[config.mk]
export PLATFORM = sky130hd
export DESIGN_NAME = link_fastcmd_top
export DESIGN_NICKNAME = d
export VERILOG_FILES = /design/src/rtl/lfc_pkg.sv /design/src/rtl/lfc_cmd_decode.sv /design/src/rtl/lfc_pkt_ctrl.sv /design/src/rtl/lfc_pkt_gen.sv /design/src/rtl/link_fastcmd_top.sv
export SDC_FILE = /design/constraint.sdc
export NUM_CORES = 1
export LEC_CHECK = 0
export ABC_AREA = 1
export BUFFER_PORTS_ARGS = -buffer_cell sky130_fd_sc_hd__buf_2
export CAP_MARGIN = 15
export CORE_MARGIN = 3
export CORE_UTILIZATION = 63
export CTS_BUF_LIST = sky130_fd_sc_hd__clkbuf_16
export DETAILED_ROUTE_END_ITERATION = 8
export GPL_TIMING_DRIVEN = 0
export MAX_ROUTING_LAYER = met4
export PLACE_DENSITY = 0.84
export SLEW_MARGIN = 20
export SYNTH_ARGS = -nofsm -noshare
export SYNTH_HDL_FRONTEND = slang
export SYNTH_HIERARCHICAL = 1
export SYNTH_SLANG_ARGS = --single-unit
[constraint.sdc]
create_clock -name clk -period 2.7 [get_ports clk]
set_input_delay 0.27 -clock clk [delete_from_list [all_inputs] [get_ports clk]]
set_output_delay 0.27 -clock clk [all_outputs]
set_load 0.03 [all_outputs]
[src/rtl/lfc_pkg.sv]
package lfc_pkg;
  localparam int unsigned SPILL_W = 16;

  localparam logic [7:0] K_PREFIX = 8'h7C;
  localparam logic [7:0] D_CLR    = 8'h05;
  localparam logic [7:0] D_INC    = 8'h25;
  localparam logic [7:0] D_ONE    = 8'h65;
  localparam logic [7:0] D_BURST  = 8'h85;
  localparam logic [7:0] D_CONT   = 8'hA5;
  localparam logic [7:0] FRM_HDR  = 8'h5C;
  localparam logic [7:0] FRM_TRL  = 8'hC5;

  typedef struct packed {
    logic clr;
    logic inc;
    logic one;
    logic burst;
    logic cont;
  } cmd_t;
endpackage

[src/rtl/lfc_cmd_decode.sv]
module lfc_cmd_decode
  import lfc_pkg::*;
(
  input  logic       clk,
  input  logic       rst_n,
  input  logic [7:0] rx_data,
  input  logic       rx_is_k,
  input  logic       rx_valid,
  output cmd_t       cmd
);
  logic armed_q, armed_d;

  always_comb begin
    armed_d = armed_q;
    cmd     = '0;
    if (rx_valid) begin
      if (rx_is_k) begin
        armed_d = (rx_data == K_PREFIX);
      end else begin
        armed_d = 1'b0;
        if (armed_q) begin
          case (rx_data)
            D_CLR:   cmd.clr   = 1'b1;
            D_INC:   cmd.inc   = 1'b1;
            D_ONE:   cmd.one   = 1'b1;
            D_BURST: cmd.burst = 1'b1;
            D_CONT:  cmd.cont  = 1'b1;
            default: cmd       = '0;
          endcase
        end
      end
    end
  end

  always_ff @(posedge clk or negedge rst_n) begin
    if (!rst_n) armed_q <= 1'b0;
    else        armed_q <= armed_d;
  end

  // a control character never produces an action
  a_r7_k_no_action: assert property (@(posedge clk) disable iff (!rst_n)
    (rx_valid && rx_is_k) |-> (cmd == '0));
  // a command needs a strobed character
  a_r1_needs_valid: assert property (@(posedge clk) disable iff (!rst_n)
    !rx_valid |-> (cmd == '0));
endmodule

[src/rtl/lfc_pkt_ctrl.sv]
module lfc_pkt_ctrl #(
  parameter int unsigned BURST_LEN = 8
) (
  input  logic clk,
  input  logic rst_n,
  input  logic req_one,
  input  logic req_burst,
  input  logic cont_toggle,
  input  logic gen_busy,
  output logic start,
  output logic busy
);
  localparam int unsigned RW = $clog2(BURST_LEN + 1);

  logic [RW-1:0] rem_q, rem_d;
  logic          cont_q, cont_d;

  assign start = !gen_busy && ((rem_q != '0) || cont_q);
  assign busy  = gen_busy || (rem_q != '0) || cont_q;

  always_comb begin
    rem_d  = rem_q;
    cont_d = cont_q ^ cont_toggle;
    if (start && (rem_q != '0)) rem_d = rem_q - RW'(1);
    if (rem_q == '0) begin
      if (req_one)        rem_d = RW'(1);
      else if (req_burst) rem_d = RW'(BURST_LEN);
    end
  end

  always_ff @(posedge clk or negedge rst_n) begin
    if (!rst_n) begin
      rem_q  <= '0;
      cont_q <= 1'b0;
    end else begin
      rem_q  <= rem_d;
      cont_q <= cont_d;
    end
  end

  // owed count never exceeds a burst
  a_r9_rem_bound: assert property (@(posedge clk) disable iff (!rst_n)
    rem_q <= RW'(BURST_LEN));
  // a request with nothing owed is held
  a_r9_one_held: assert property (@(posedge clk) disable iff (!rst_n)
    (req_one && rem_q == '0) |=> (rem_q == RW'(1)));
  // a burst request with nothing owed loads the full count
  a_r5_burst_load: assert property (@(posedge clk) disable iff (!rst_n)
    (req_burst && rem_q == '0) |=> (rem_q == RW'(BURST_LEN)));
endmodule

[src/rtl/lfc_pkt_gen.sv]
module lfc_pkt_gen
  import lfc_pkg::*;
#(
  parameter int unsigned PAYLOAD_LEN = 4
) (
  input  logic               clk,
  input  logic               rst_n,
  input  logic               start,
  input  logic [SPILL_W-1:0] spill,
  output logic [7:0]         pkt_data,
  output logic               pkt_valid,
  output logic               pkt_sop,
  output logic               pkt_eop,
  output logic               busy
);
  localparam int unsigned FRAME_LEN = PAYLOAD_LEN + 4;
  localparam int unsigned IW        = $clog2(FRAME_LEN);
  localparam logic [IW-1:0] LAST    = IW'(FRAME_LEN - 1);

  logic               busy_q, busy_d;
  logic [IW-1:0]      idx_q, idx_d;
  logic [SPILL_W-1:0] sp_q, sp_d;
  logic [IW-1:0]      pay_idx;

  always_comb begin
    busy_d = busy_q;
    idx_d  = idx_q;
    sp_d   = sp_q;
    if (start) begin
      busy_d = 1'b1;
      idx_d  = '0;
      sp_d   = spill;
    end else if (busy_q) begin
      if (idx_q == LAST) busy_d = 1'b0;
      else               idx_d  = idx_q + IW'(1);
    end
  end

  always_ff @(posedge clk or negedge rst_n) begin
    if (!rst_n) begin
      busy_q <= 1'b0;
      idx_q  <= '0;
      sp_q   <= '0;
    end else begin
      busy_q <= busy_d;
      idx_q  <= idx_d;
      sp_q   <= sp_d;
    end
  end

  assign pay_idx = idx_q - IW'(3);

  always_comb begin
    if (idx_q == '0)          pkt_data = FRM_HDR;
    else if (idx_q == IW'(1)) pkt_data = sp_q[15:8];
    else if (idx_q == IW'(2)) pkt_data = sp_q[7:0];
    else if (idx_q == LAST)   pkt_data = FRM_TRL;
    else                      pkt_data = 8'(pay_idx);
  end

  assign pkt_valid = busy_q;
  assign pkt_sop   = busy_q && (idx_q == '0);
  assign pkt_eop   = busy_q && (idx_q == LAST);
  assign busy      = busy_q;

  // a new frame is never started over a running one
  a_r8_start_when_idle: assert property (@(posedge clk) disable iff (!rst_n)
    start |-> !busy_q);
  // a frame end is followed by an idle cycle
  a_r8_gap_after_eop: assert property (@(posedge clk) disable iff (!rst_n)
    pkt_eop |=> !pkt_valid);
  // first byte follows a start request
  a_r8_sop_after_start: assert property (@(posedge clk) disable iff (!rst_n)
    start |=> (pkt_sop && pkt_data == FRM_HDR));
endmodule

[src/rtl/link_fastcmd_top.sv]
module link_fastcmd_top
  import lfc_pkg::*;
#(
  parameter int unsigned BURST_LEN   = 8,
  parameter int unsigned PAYLOAD_LEN = 4
) (
  input  logic       clk,
  input  logic       rst_n,
  input  logic [7:0] rx_data,
  input  logic       rx_is_k,
  input  logic       rx_valid,
  output logic [7:0] pkt_data,
  output logic       pkt_valid,
  output logic       pkt_sop,
  output logic       pkt_eop,
  output logic       busy
);
  cmd_t               cmd;
  logic               gen_start, gen_busy;
  logic [SPILL_W-1:0] spill_q, spill_d;

  lfc_cmd_decode u_dec (
    .clk(clk), .rst_n(rst_n), .rx_data(rx_data), .rx_is_k(rx_is_k),
    .rx_valid(rx_valid), .cmd(cmd)
  );

  always_comb begin
    spill_d = spill_q;
    if (cmd.clr)      spill_d = '0;
    else if (cmd.inc) spill_d = spill_q + SPILL_W'(1);
  end

  always_ff @(posedge clk or negedge rst_n) begin
    if (!rst_n) spill_q <= '0;
    else        spill_q <= spill_d;
  end

  lfc_pkt_ctrl #(.BURST_LEN(BURST_LEN)) u_ctrl (
    .clk(clk), .rst_n(rst_n), .req_one(cmd.one), .req_burst(cmd.burst),
    .cont_toggle(cmd.cont), .gen_busy(gen_busy), .start(gen_start), .busy(busy)
  );

  lfc_pkt_gen #(.PAYLOAD_LEN(PAYLOAD_LEN)) u_gen (
    .clk(clk), .rst_n(rst_n), .start(gen_start), .spill(spill_q),
    .pkt_data(pkt_data), .pkt_valid(pkt_valid), .pkt_sop(pkt_sop),
    .pkt_eop(pkt_eop), .busy(gen_busy)
  );

  // clear command zeroes the identifier
  a_r2_clear: assert property (@(posedge clk) disable iff (!rst_n)
    cmd.clr |=> (spill_q == '0));
  // increment command adds one
  a_r3_increment: assert property (@(posedge clk) disable iff (!rst_n)
    cmd.inc |=> (spill_q == $past(spill_q) + SPILL_W'(1)));
  // identifier holds without a spill command
  a_r7_spill_hold: assert property (@(posedge clk) disable iff (!rst_n)
    (!cmd.clr && !cmd.inc) |=> $stable(spill_q));
  // busy covers any frame on the wire
  a_r10_busy_cover: assert property (@(posedge clk) disable iff (!rst_n)
    pkt_valid |-> busy);
endmodule

==> metrics.txt, run 1 <==
status=finished, final reports clean; internal power=between 1 and 1.5 mW; final global-route overflow total=0; total number of vias=2198; startpoint types=flip-flop; Sw Share=approximately a fifth; number of setup buffers added after CTS=0; die area=roughly 4700 um^2; data required time at the worst endpoint=2.43 ns; initial core utilization=66.4%; relative max-transition margin=around two fifths; Post-synth EDFFs=0; Final Cycle Share=75.0%; DR DRC count=0; GPL Wtd Cong=0.880; Worst Setup End Kind=output pin; Die X=68.6 um; synthesis-to-finish area growth=15.0%; antenna violations before repair=0; WP data arrival=1.75 ns; min Tclk post-route=roughly 2.0 ns; Synth Cell Area=roughly 2500 um^2; register area share after synthesis=42.6%; fin. max-slew vios=0; Net Count, Synth=around 360; placed insts=414; RSZ-0062 raised after global routing=no; Clock Path Buffers=2; # clock sinks=42; Detailed Routing Iterations Pass 1=4; Routed Antenna Nets=0; CP Class=flip-flop to output pin; synthesis-stage register bit count=42; r2r startpoint=u_dec/armed_q; Combinational Power Share=approximately 2%; Yosys Warn Count=6; Die Y=around 69 um; worst-margin pin slew=between 0.9 and 1 ns; Avg WL per Cell=12.3 um; CTS tree=built; post_cts resized=0; H-tree levels=2; Core Area=about 3700 um^2; Worst R2R End=spill_q[13]; Final HPWL DP=3.78 mm; Num CTS Buffers=5; Clock Root Buffer=clkbuf_16; Port-buffer cells=23; all-layer global routing usage=between 20% and 30%; layout cells sized above 1=16.8%; setup TNS=0 ns; Max Cap Viol=0; num rows=22; leakage dissipation=1.55 nW; syn avg cell area=7.19 um^2; Synth cell types=28; Yosys top cell area share=42.6%; non-filler cells, final=422; clock latency on the worst-skew pair=0.28 ns; CP max FO=5; first-pass GRT wire length=8.54 mm; synth top area cells=dfrtp_1 (43%), nand2_1 (16%), nor2_1 (8.1%), inv_1 (6.1%), ha_1 (3.5%); maximum VDD drop=0.355 mV; Hold Vio Cnt, Final=0; Net Switching=271 uW; I/O pins=24; Worst-path clk slew=0.06 ns; post-synthesis cell count=343; Synth Flop Type=dfrtp_1; maximum number of pins on one net before global-route repair=43; hold-fix buffers at CTS=0; WL final=5.20 mm; power per cell area=508 nW/um^2; reg2reg setup slack=0.90 ns; clock share of power=between 50% and 60%; sequential group share of total power=43.7%; vias in the first global route=1973; Setup-failing EPs final=0; hold crit path type=input port to async pin; FF-to-FF path depth=11; Synth area leader=dfrtp_1; via density per instance=5.21; final net count=392; Antenna diodes=0; Worst Skew=0.00757 ns; initial DRC count=89; Synth async-reset ratio=100%; fmax=494 MHz
power by group through the flow:
stage,logic (mW),clock network [mW],registers [mW]
2_1_floorplan,0.00608,0,0.641
3_3_place_gp,0.0298,0,0.641
3_5_place_dp,0.0302,0,0.641
4_1_cts,0.0303,0.788,0.629
5_1_grt,0.0346,0.826,0.629
6_report,0.0293,0.781,0.629
layer usage:
layer	track usage [%]	vias to the layer above	part of all wire, %
met3	4.86	7	4.7
met4	7.44	0	1.1
met2	42.1	56	49
li1	-	1129	-
met1	29.9	1006	45
met5	-	-	0
kinds of logic (layout without fill, tap and decap cells):
kind of cell	Yosys count	after routing	synth area share, %
flops	42	42	42.6
fa+ha+maj	7	7	3.55
simple gates	204	204	36.8
compound gates	35	35	7.76
buf+inv	52	83	8.27
xor+xnor	3	3	1.07
worst max-delay path, stage by stage (launching register included):
cell	delay [ns]
dfrtp_1	0.43
inv_1	0.14
ha_1	0.23
inv_1	0.05
nor2_1	0.18
nand2_1	0.07
nand2_1	0.07
clkinv_1	0.05
nand2_1	0.05
nand2_1	0.04
buf_2	0.16
flip-flops by register name, summed over array words and instances, names as in the netlist:
register / cells
u_gen/sp_q: 16
u_gen/idx_q: 3
spill_q: 16
u_ctrl/cont_q: 1
u_ctrl/rem_q: 4
u_dec/armed_q: 1
u_gen/busy: 1
final cells by class:
class	instances	area [um^2]
repair buffers	23	115
clock inverters	3	68.8
fillers	286	880
inverters	47	176
clock buffers	5	125
multi-input cells	249	1210
plain buffers	5	27.5
flip-flops and latches	42	1050
well taps	48	60.1
through the flow:
stage | hold WS (ns) | setup slack [ns] | power (mW) | instance area (um^2) | utilization, %
finish | 0.117 | 0.676 | 1.44 | 2840 | 76.3
floorplan | -0.0256 | 0.964 | 0.647 | 2470 | -
global placement | 0.455 | 0.857 | 0.671 | 2640 | 71.1
global route | 0.191 | 0.508 | 1.49 | 2840 | 76.3
detailed placement | 0.454 | 0.789 | 0.671 | 2640 | 71.1
CTS | 0.152 | 0.684 | 1.45 | 2840 | 76.3
layout by cell type, fill, tap and decap left out:
| cell | Yosys | routed |
|---|---|---|
| nand2_2 | 6 | 6 |
| a31oi_1 | 1 | 1 |
| o21ai_0 | 10 | 10 |
| nor2_2 | 5 | 5 |
| nor2_1 | 53 | 53 |
| xnor2_1 | 1 | 1 |
| nor2_4 | 4 | 4 |
| xor2_1 | 2 | 2 |
| clkinv_1 | 1 | 1 |
| nand2_1 | 105 | 105 |
| nand2_4 | 3 | 3 |
| a211oi_1 | 1 | 1 |
| nor3_1 | 1 | 1 |
| inv_2 | 6 | 6 |
| ha_1 | 7 | 7 |
| o21ai_1 | 8 | 8 |
| inv_1 | 40 | 40 |
| clkinv_4 | 0 | 1 |
| o21bai_1 | 2 | 2 |
| buf_2 | 4 | 27 |
| buf_4 | 1 | 1 |
| nand3_1 | 16 | 16 |
| a21oi_1 | 10 | 10 |
| dfrtp_1 | 42 | 42 |
| clkbuf_16 | 0 | 5 |
| o211ai_1 | 3 | 3 |
| nand4_1 | 7 | 7 |
| nand3b_1 | 1 | 1 |
| nor3_2 | 1 | 1 |
| nand3_2 | 2 | 2 |
| bufinv_16 | 0 | 2 |
synth_stat cells, types with 5 or more instances:
master / n
nand2_1: 105
nor2_1: 53
dfrtp_1: 42
inv_1: 40
nand3_1: 16
a21oi_1: 10
o21ai_0: 10
o21ai_1: 8
ha_1: 7
nand4_1: 7
inv_2: 6
nand2_2: 6
nor2_2: 5
worst max path at each step:
stage,start,to,slack (ns),depth (start not counted)
floorplan,u_gen/idx_q[1],pkt_data[5],0.96,6
global placement,rx_data[3],spill_q[13],0.86,11
detailed placement,rx_data[3],spill_q[13],0.79,11
CTS,u_gen/idx_q[0],pkt_data[2],0.68,10
global route,u_gen/idx_q[0],pkt_data[2],0.51,10
finish,u_gen/idx_q[0],pkt_data[2],0.68,10
(Power assumes the default switching activity.)
==> inputs of run 2 (changes only) <==
--- a/config.mk
+++ b/config.mk
@@ -5,16 +5,16 @@
 export SDC_FILE = /design/constraint.sdc
 export NUM_CORES = 1
 export LEC_CHECK = 0
-export ABC_AREA = 1
+export ABC_AREA = 0
 export BUFFER_PORTS_ARGS = -buffer_cell sky130_fd_sc_hd__buf_2
 export CAP_MARGIN = 15
 export CORE_MARGIN = 3
-export CORE_UTILIZATION = 63
+export CORE_UTILIZATION = 59
 export CTS_BUF_LIST = sky130_fd_sc_hd__clkbuf_16
 export DETAILED_ROUTE_END_ITERATION = 8
 export GPL_TIMING_DRIVEN = 0
 export MAX_ROUTING_LAYER = met4
-export PLACE_DENSITY = 0.84
+export PLACE_DENSITY = 0.8
 export SLEW_MARGIN = 20
 export SYNTH_ARGS = -nofsm -noshare
 export SYNTH_HDL_FRONTEND = slang
==> constraint.sdc (replaced) <==
create_clock -name clk -period 2 [get_ports clk]
set_input_delay 0.2 -clock clk [delete_from_list [all_inputs] [get_ports clk]]
set_output_delay 0.2 -clock clk [all_outputs]
set_load 0.03 [all_outputs]
==> metrics.txt, run 2 <==
total number of vias=1791; initial DRC count=89; Placement Cell Area=2570 um^2; r2r startpoint=u_dec/armed_q; relative max-transition margin=39.3%; worst-margin pin slew=0.910 ns; Synth cell types=55; Worst-path clk slew=~0.060 ns; all-layer global routing usage=21.7%; min Tclk post-route=~2.0 ns; I/O pins=24; post-synthesis cell count=220; Setup-failing EPs final=0; CTS tree=built; Yosys top cell area share=a little over two fifths; CP max stage cell=dfrtp_1; vias in the first global route=1762; Detailed Routing Iterations Pass 1=4; CP max FO=5; layout cells sized above 1=37.3%; Post-synth EDFFs=0; Synth Cell Area=2390 um^2; num rows=22; non-filler cells, final=between 300 and 400; commonest non-fill, non-tap cell in the layout=dfrtp_1; Max Cap Viol=0; fin. max-slew vios=0; startpoint types=flip-flop; antenna violations before repair=0; clock latency on the worst-skew pair=0.28 ns; Synth Flop Type=dfrtp_1; fill count=roughly 230; final global-route overflow total=0; maximum VDD drop=0.576 mV; via density per instance=5.76; reg2reg setup slack=0.04 ns; Yosys Warn Count=6; Final Cycle Share=98.1%; Die X=69.7 um; Clock Root Buffer=clkbuf_16; GPL Wtd Cong=0.792; Net Count, Synth=approximately 240; hold crit path type=input port to async pin; Routed Antenna Nets=0; Final HPWL DP=3.36 mm; synthesis-to-finish area growth=23.2%; Worst R2R End=spill_q[11]; slowest stage delay, CP=0.37 ns; Die Y=between 60 and 70 um; Synth area leader=dfrtp_1; synth top area cells=dfrtp_1 (44%), mux2_2 (8.0%), ha_1 (3.7%), nor2_1 (3.6%), xnor2_1 (2.9%); syn avg cell area=~11 um^2; CP cell instances=nor3b_4 -> and4_1 -> buf_6 -> o211ai_4 -> buf_4 -> nor4_2 -> xnor2_1 -> nor2_1; most common cell in the netlist=dfrtp_1; maximum number of pins on one net before global-route repair=43; Finished Cell Area=about 2900 um^2; final net count=roughly 280; leakage dissipation=1.39 nW; data required time at the worst endpoint=between 2 and 2.5 ns; largest registers=spill_q: 16 flops, u_gen/sp_q: 16 flops, u_ctrl/rem_q: 4 flops; Port-buffer cells=23; most frequent cells in the layout=dfrtp_1 (41), buf_2 (22), nor2_1 (21), mux2_2 (17), buf_4 (15); RSZ-0062 raised after global routing=yes; placed insts=291; register area=between 1000 and 1500 um^2; fmax=just over 500 MHz; Synth async-reset ratio=100%; Clock Path Buffers=2; first-pass GRT wire length=8.20 mm; Worst Skew=0.00608 ns; Antenna diodes=0; area of the multi-input gates=1280 um^2; Avg WL per Cell=16.6 um; die area=4850 um^2; synth cell count leaders=dfrtp_1 (42), nor2_1 (23), mux2_2 (17); WP data arrival=approximately 2.1 ns; Core Area=3770 um^2; Num CTS Buffers=5; status=finished, final reports clean; initial core utilization=63.4%; CP Class=flip-flop to flip-flop; Worst Setup End Kind=flip-flop; FF-to-FF path depth=8; power per cell area=1230 nW/um^2; DR DRC count=0; Hold Vio Cnt, Final=0; H-tree levels=2; # clock sinks=42; synthesis-stage register bit count=42; WHS=0.0482 ns; WL final=5.15 mm; register area share after synthesis=43.9%
==> run 2: cell families after synthesis <==
family	after synthesis	share of synthesized area, %
and+or+nand+nor	79	22.3
DFF	42	43.9
AOI/OAI and AO/OA	35	9.94
buffers and inverters	23	5.44
muxes	22	10.4
xor gates and xnor gates	12	4.39
adders and majority gates	7	3.66
==> run 2: per-layer routing <==
layer	track usage, %	vias up	share of wire, %
met4	7.87	0	2.0
li1	-	865	-
met3	3.91	13	4.0
met2	34.2	40	49
met5	-	-	0
met1	28.1	873	45
==> run 2: through the flow <==
step | utilization [%] | setup TNS [ns] | setup WS [ns] | total power [mW]
global route | 78.2 | -0.257 | -0.138 | 3.84
finish | 78.2 | 0 | 0.0384 | 3.64
floorplan | - | 0 | 0.0804 | 2.10
CTS | 74.4 | -0.00517 | -0.00517 | 3.51
detailed placement | 68.1 | -0.253 | -0.214 | 2.43
global placement | 68.1 | -0.171 | -0.171 | 2.39
==> run 2: worst max path at each step <==
stage	startpoint	to	slack, ns	depth (start not counted)
after floorplan	u_dec/armed_q	spill_q[15]	0.08	7
after detailed placement	rx_data[1]	spill_q[15]	-0.21	9
after global routing	u_dec/armed_q	spill_q[11]	-0.14	8
final	u_dec/armed_q	spill_q[11]	0.04	8
after global placement	rx_data[1]	spill_q[15]	-0.17	9
after CTS	u_dec/armed_q	spill_q[15]	-0.005	7
==> run 2: power by group <==
part	leakage (nW)	switching, mW	internal [mW]
registers	0.559	0.128	0.932
clock network	0.0940	0.334	0.717
logic	0.740	0.879	0.647
==> run 2: repair_timing <==
item | 4_1_cts | 5_1_grt
endpoints found under the setup margin | 7 | 9
resized for setup | 9 | 16
gates cloned | 0 | 0
pin swaps | 3 | 5
hold buffers | 0 | 0
setup buffers | 2 | 10
==> run 2: cell type report <==
class	count	share of cell area, %
inverter	13	1.66
clock inverter	3	2.33
timing repair buffer	35	7.47
tap	48	2.04
multi-input combinational	155	43.5
sequential	42	35.7
buffer	10	3.01
clock buffer	5	4.24
==> run 2: worst max-delay path, delay by kind of cell, from the launching register on <==
| family | cells | cell delay (ns) |
|---|---|---|
| AO/OA/AOI/OAI | 1 | 0.11 |
| XOR/XNOR | 1 | 0.19 |
| buffers and inverters | 2 | 0.31 |
| flip-flops | 1 | 0.37 |
| AND/OR/NAND/NOR | 4 | 0.86 |
==> inputs of run 3 (changes only) <==
--- a/config.mk
+++ b/config.mk
@@ -14,7 +14,7 @@
 export DETAILED_ROUTE_END_ITERATION = 8
 export GPL_TIMING_DRIVEN = 0
 export MAX_ROUTING_LAYER = met4
-export PLACE_DENSITY = 0.8
+export PLACE_DENSITY = 0.9
 export SLEW_MARGIN = 20
 export SYNTH_ARGS = -nofsm -noshare
 export SYNTH_HDL_FRONTEND = slang
==> metrics.txt, run 3 (same netlist as run 2, synthesis figures left out) <==
relative max-transition margin=approximately two fifths; Antenna diodes=0; total number of vias=2007; layout cells sized above 1=39.7%; maximum VDD drop=0.704 mV; via density per instance=6.37; # clock sinks=42; Clock Root Buffer=clkbuf_16; Core Area=3770 um^2; fill count=between 150 and 200; Worst-path clk slew=0.06 ns; failing checks=negative setup slack; Hold Vio Cnt, Final=0; reg2reg setup slack=about 0.010 ns; Setup-failing EPs final=1; r2r startpoint=u_ctrl/rem_q[0]; Final Cycle Share=101%; clock latency on the worst-skew pair=0.28 ns; initial DRC count=between 200 and 300; fmax=497 MHz; num rows=22; initial core utilization=63.4%; status=finished, violations left; H-tree levels=2; Avg WL per Cell=a little over 20 um; global routing met3 resource utilization=5.36%; die area=between 4000 and 5000 um^2; synthesis-to-finish area growth=23.4%; GPL Wtd Cong=0.929; CP max FO=4; Clock Path Buffers=2; most frequent cells in the layout=dfrtp_1 (40), nor2_1 (22), buf_4 (21), buf_2 (20), mux2_2 (17); maximum number of pins on one net before global-route repair=43; min Tclk post-route=2.01 ns; Worst Setup End Kind=output pin; CTS tree=built; Detailed Routing Iterations Pass 1=5; Num CTS Buffers=5; WL final=6.44 mm; Most Used Layer, Global Route=met2; startpoint types=flip-flop; final net count=285; Die Y=69.7 um; WP data arrival=1.81 ns; antenna violations before repair=0; RSZ-0062 raised after global routing=yes; worst-margin pin slew=0.925 ns; all-layer global routing usage=24.3%; fin. max-slew vios=0; DR DRC count=0; Final HPWL DP=3.66 mm; FF-to-FF path depth=6; Die X=69.7 um; final global-route overflow total=0; I/O pins=24; Final Total Pwr=3.75 mW; M1 GR Usage=about 31%; Worst R2R End=u_gen/sp_q[3]; Max Cap Viol=0; largest registers=spill_q: 16 flops, u_gen/sp_q: 16 flops, u_ctrl/rem_q: 4 flops; hold crit path type=input port to async pin; leakage dissipation=1.36 nW; met2 Resource Use GR=40.3%; Worst Skew=0.00471 ns; commonest non-fill, non-tap cell in the layout=dfrtp_1; Routed Antenna Nets=0; vias in the first global route=1852; data required time at the worst endpoint=between 1.5 and 2 ns; first-pass GRT wire length=9.11 mm; CP Class=flip-flop to output pin; Setup WS post-layout=-0.0118 ns; setup TNS=-0.0118 ns; Port-buffer cells=23; power per cell area=between 1000 and 1500 nW/um^2
==> run 3: timing repair <==
action	CTS	global route
cloned	0	0
setup buffers	2	14
pin swaps	2	7
endpoints found under the hold margin	0	0
setup endpoints to repair	9	8
resized for setup	7	23
hold buffers	0	0
==> run 3: power by group <==
group / switching, mW / internal [mW] / leakage [nW] / total (mW)
registers: 0.146 / 0.934 / 0.558 / 1.08
clock network: 0.328 / 0.584 / 0.0836 / 0.912
logic: 1.04 / 0.719 / 0.722 / 1.76
==> run 3: layout make-up <==
cell class              count  area [um^2]  area share [%]
inverters                  13         51.3            1.74
flip-flops and latches     42         1050            35.7
multi-input cells         155         1280            43.4
clock inverters             3         40.0            1.36
clock buffers               5          125            4.24
repair buffers             39          251            8.52
well taps                  48         60.1            2.03
plain buffers              10         88.8            3.01
==> run 3: metrics by stage <==
stage | utilization, % | area, um^2 | cells | setup WS (ns) | hold WS, ns
2_1_floorplan | - | 2390 | 220 | 0.0804 | -0.0956
3_3_place_gp | 68.1 | 2570 | 291 | -0.145 | 0.373
3_5_place_dp | 68.1 | 2570 | 291 | -0.161 | 0.376
4_1_cts | 73.5 | 2770 | 301 | 0.00122 | 0.0812
5_1_grt | 78.3 | 2950 | 315 | -0.0615 | 0.119
6_report | 78.3 | 2950 | 315 | -0.0118 | 0.0522
==> run 3: worst max-delay path by stage <==
stage	startpoint	to	slack, ns	cells past startpoint
floorplan	u_dec/armed_q	spill_q[15]	0.08	7
global placement	rx_data[1]	spill_q[15]	-0.14	9
detailed placement	rx_data[1]	spill_q[15]	-0.16	9
CTS	u_dec/armed_q	spill_q[15]	0.001	7
global route	u_gen/idx_q[0]	pkt_data[2]	-0.06	7
finish	u_gen/idx_q[0]	pkt_data[2]	-0.01	7
==> run 3: metal layers <==
| layer | vias to the layer above | part of all wire (%) |
|---|---|---|
| met2 | 97 | 53 |
| met5 | - | 0 |
| li1 | 876 | - |
| met3 | 24 | 4.7 |
| met4 | 0 | 2.8 |
| met1 | 1010 | 40 |
==> run 3: critical path: stages, from the launching register on <==
cell and delay (ns):
dfrtp_2 0.44, buf_4 0.14, buf_4 0.14, ha_2 0.21, nor2_1 0.12, o31ai_1 0.09
a21oi_1 0.19, buf_4 0.19
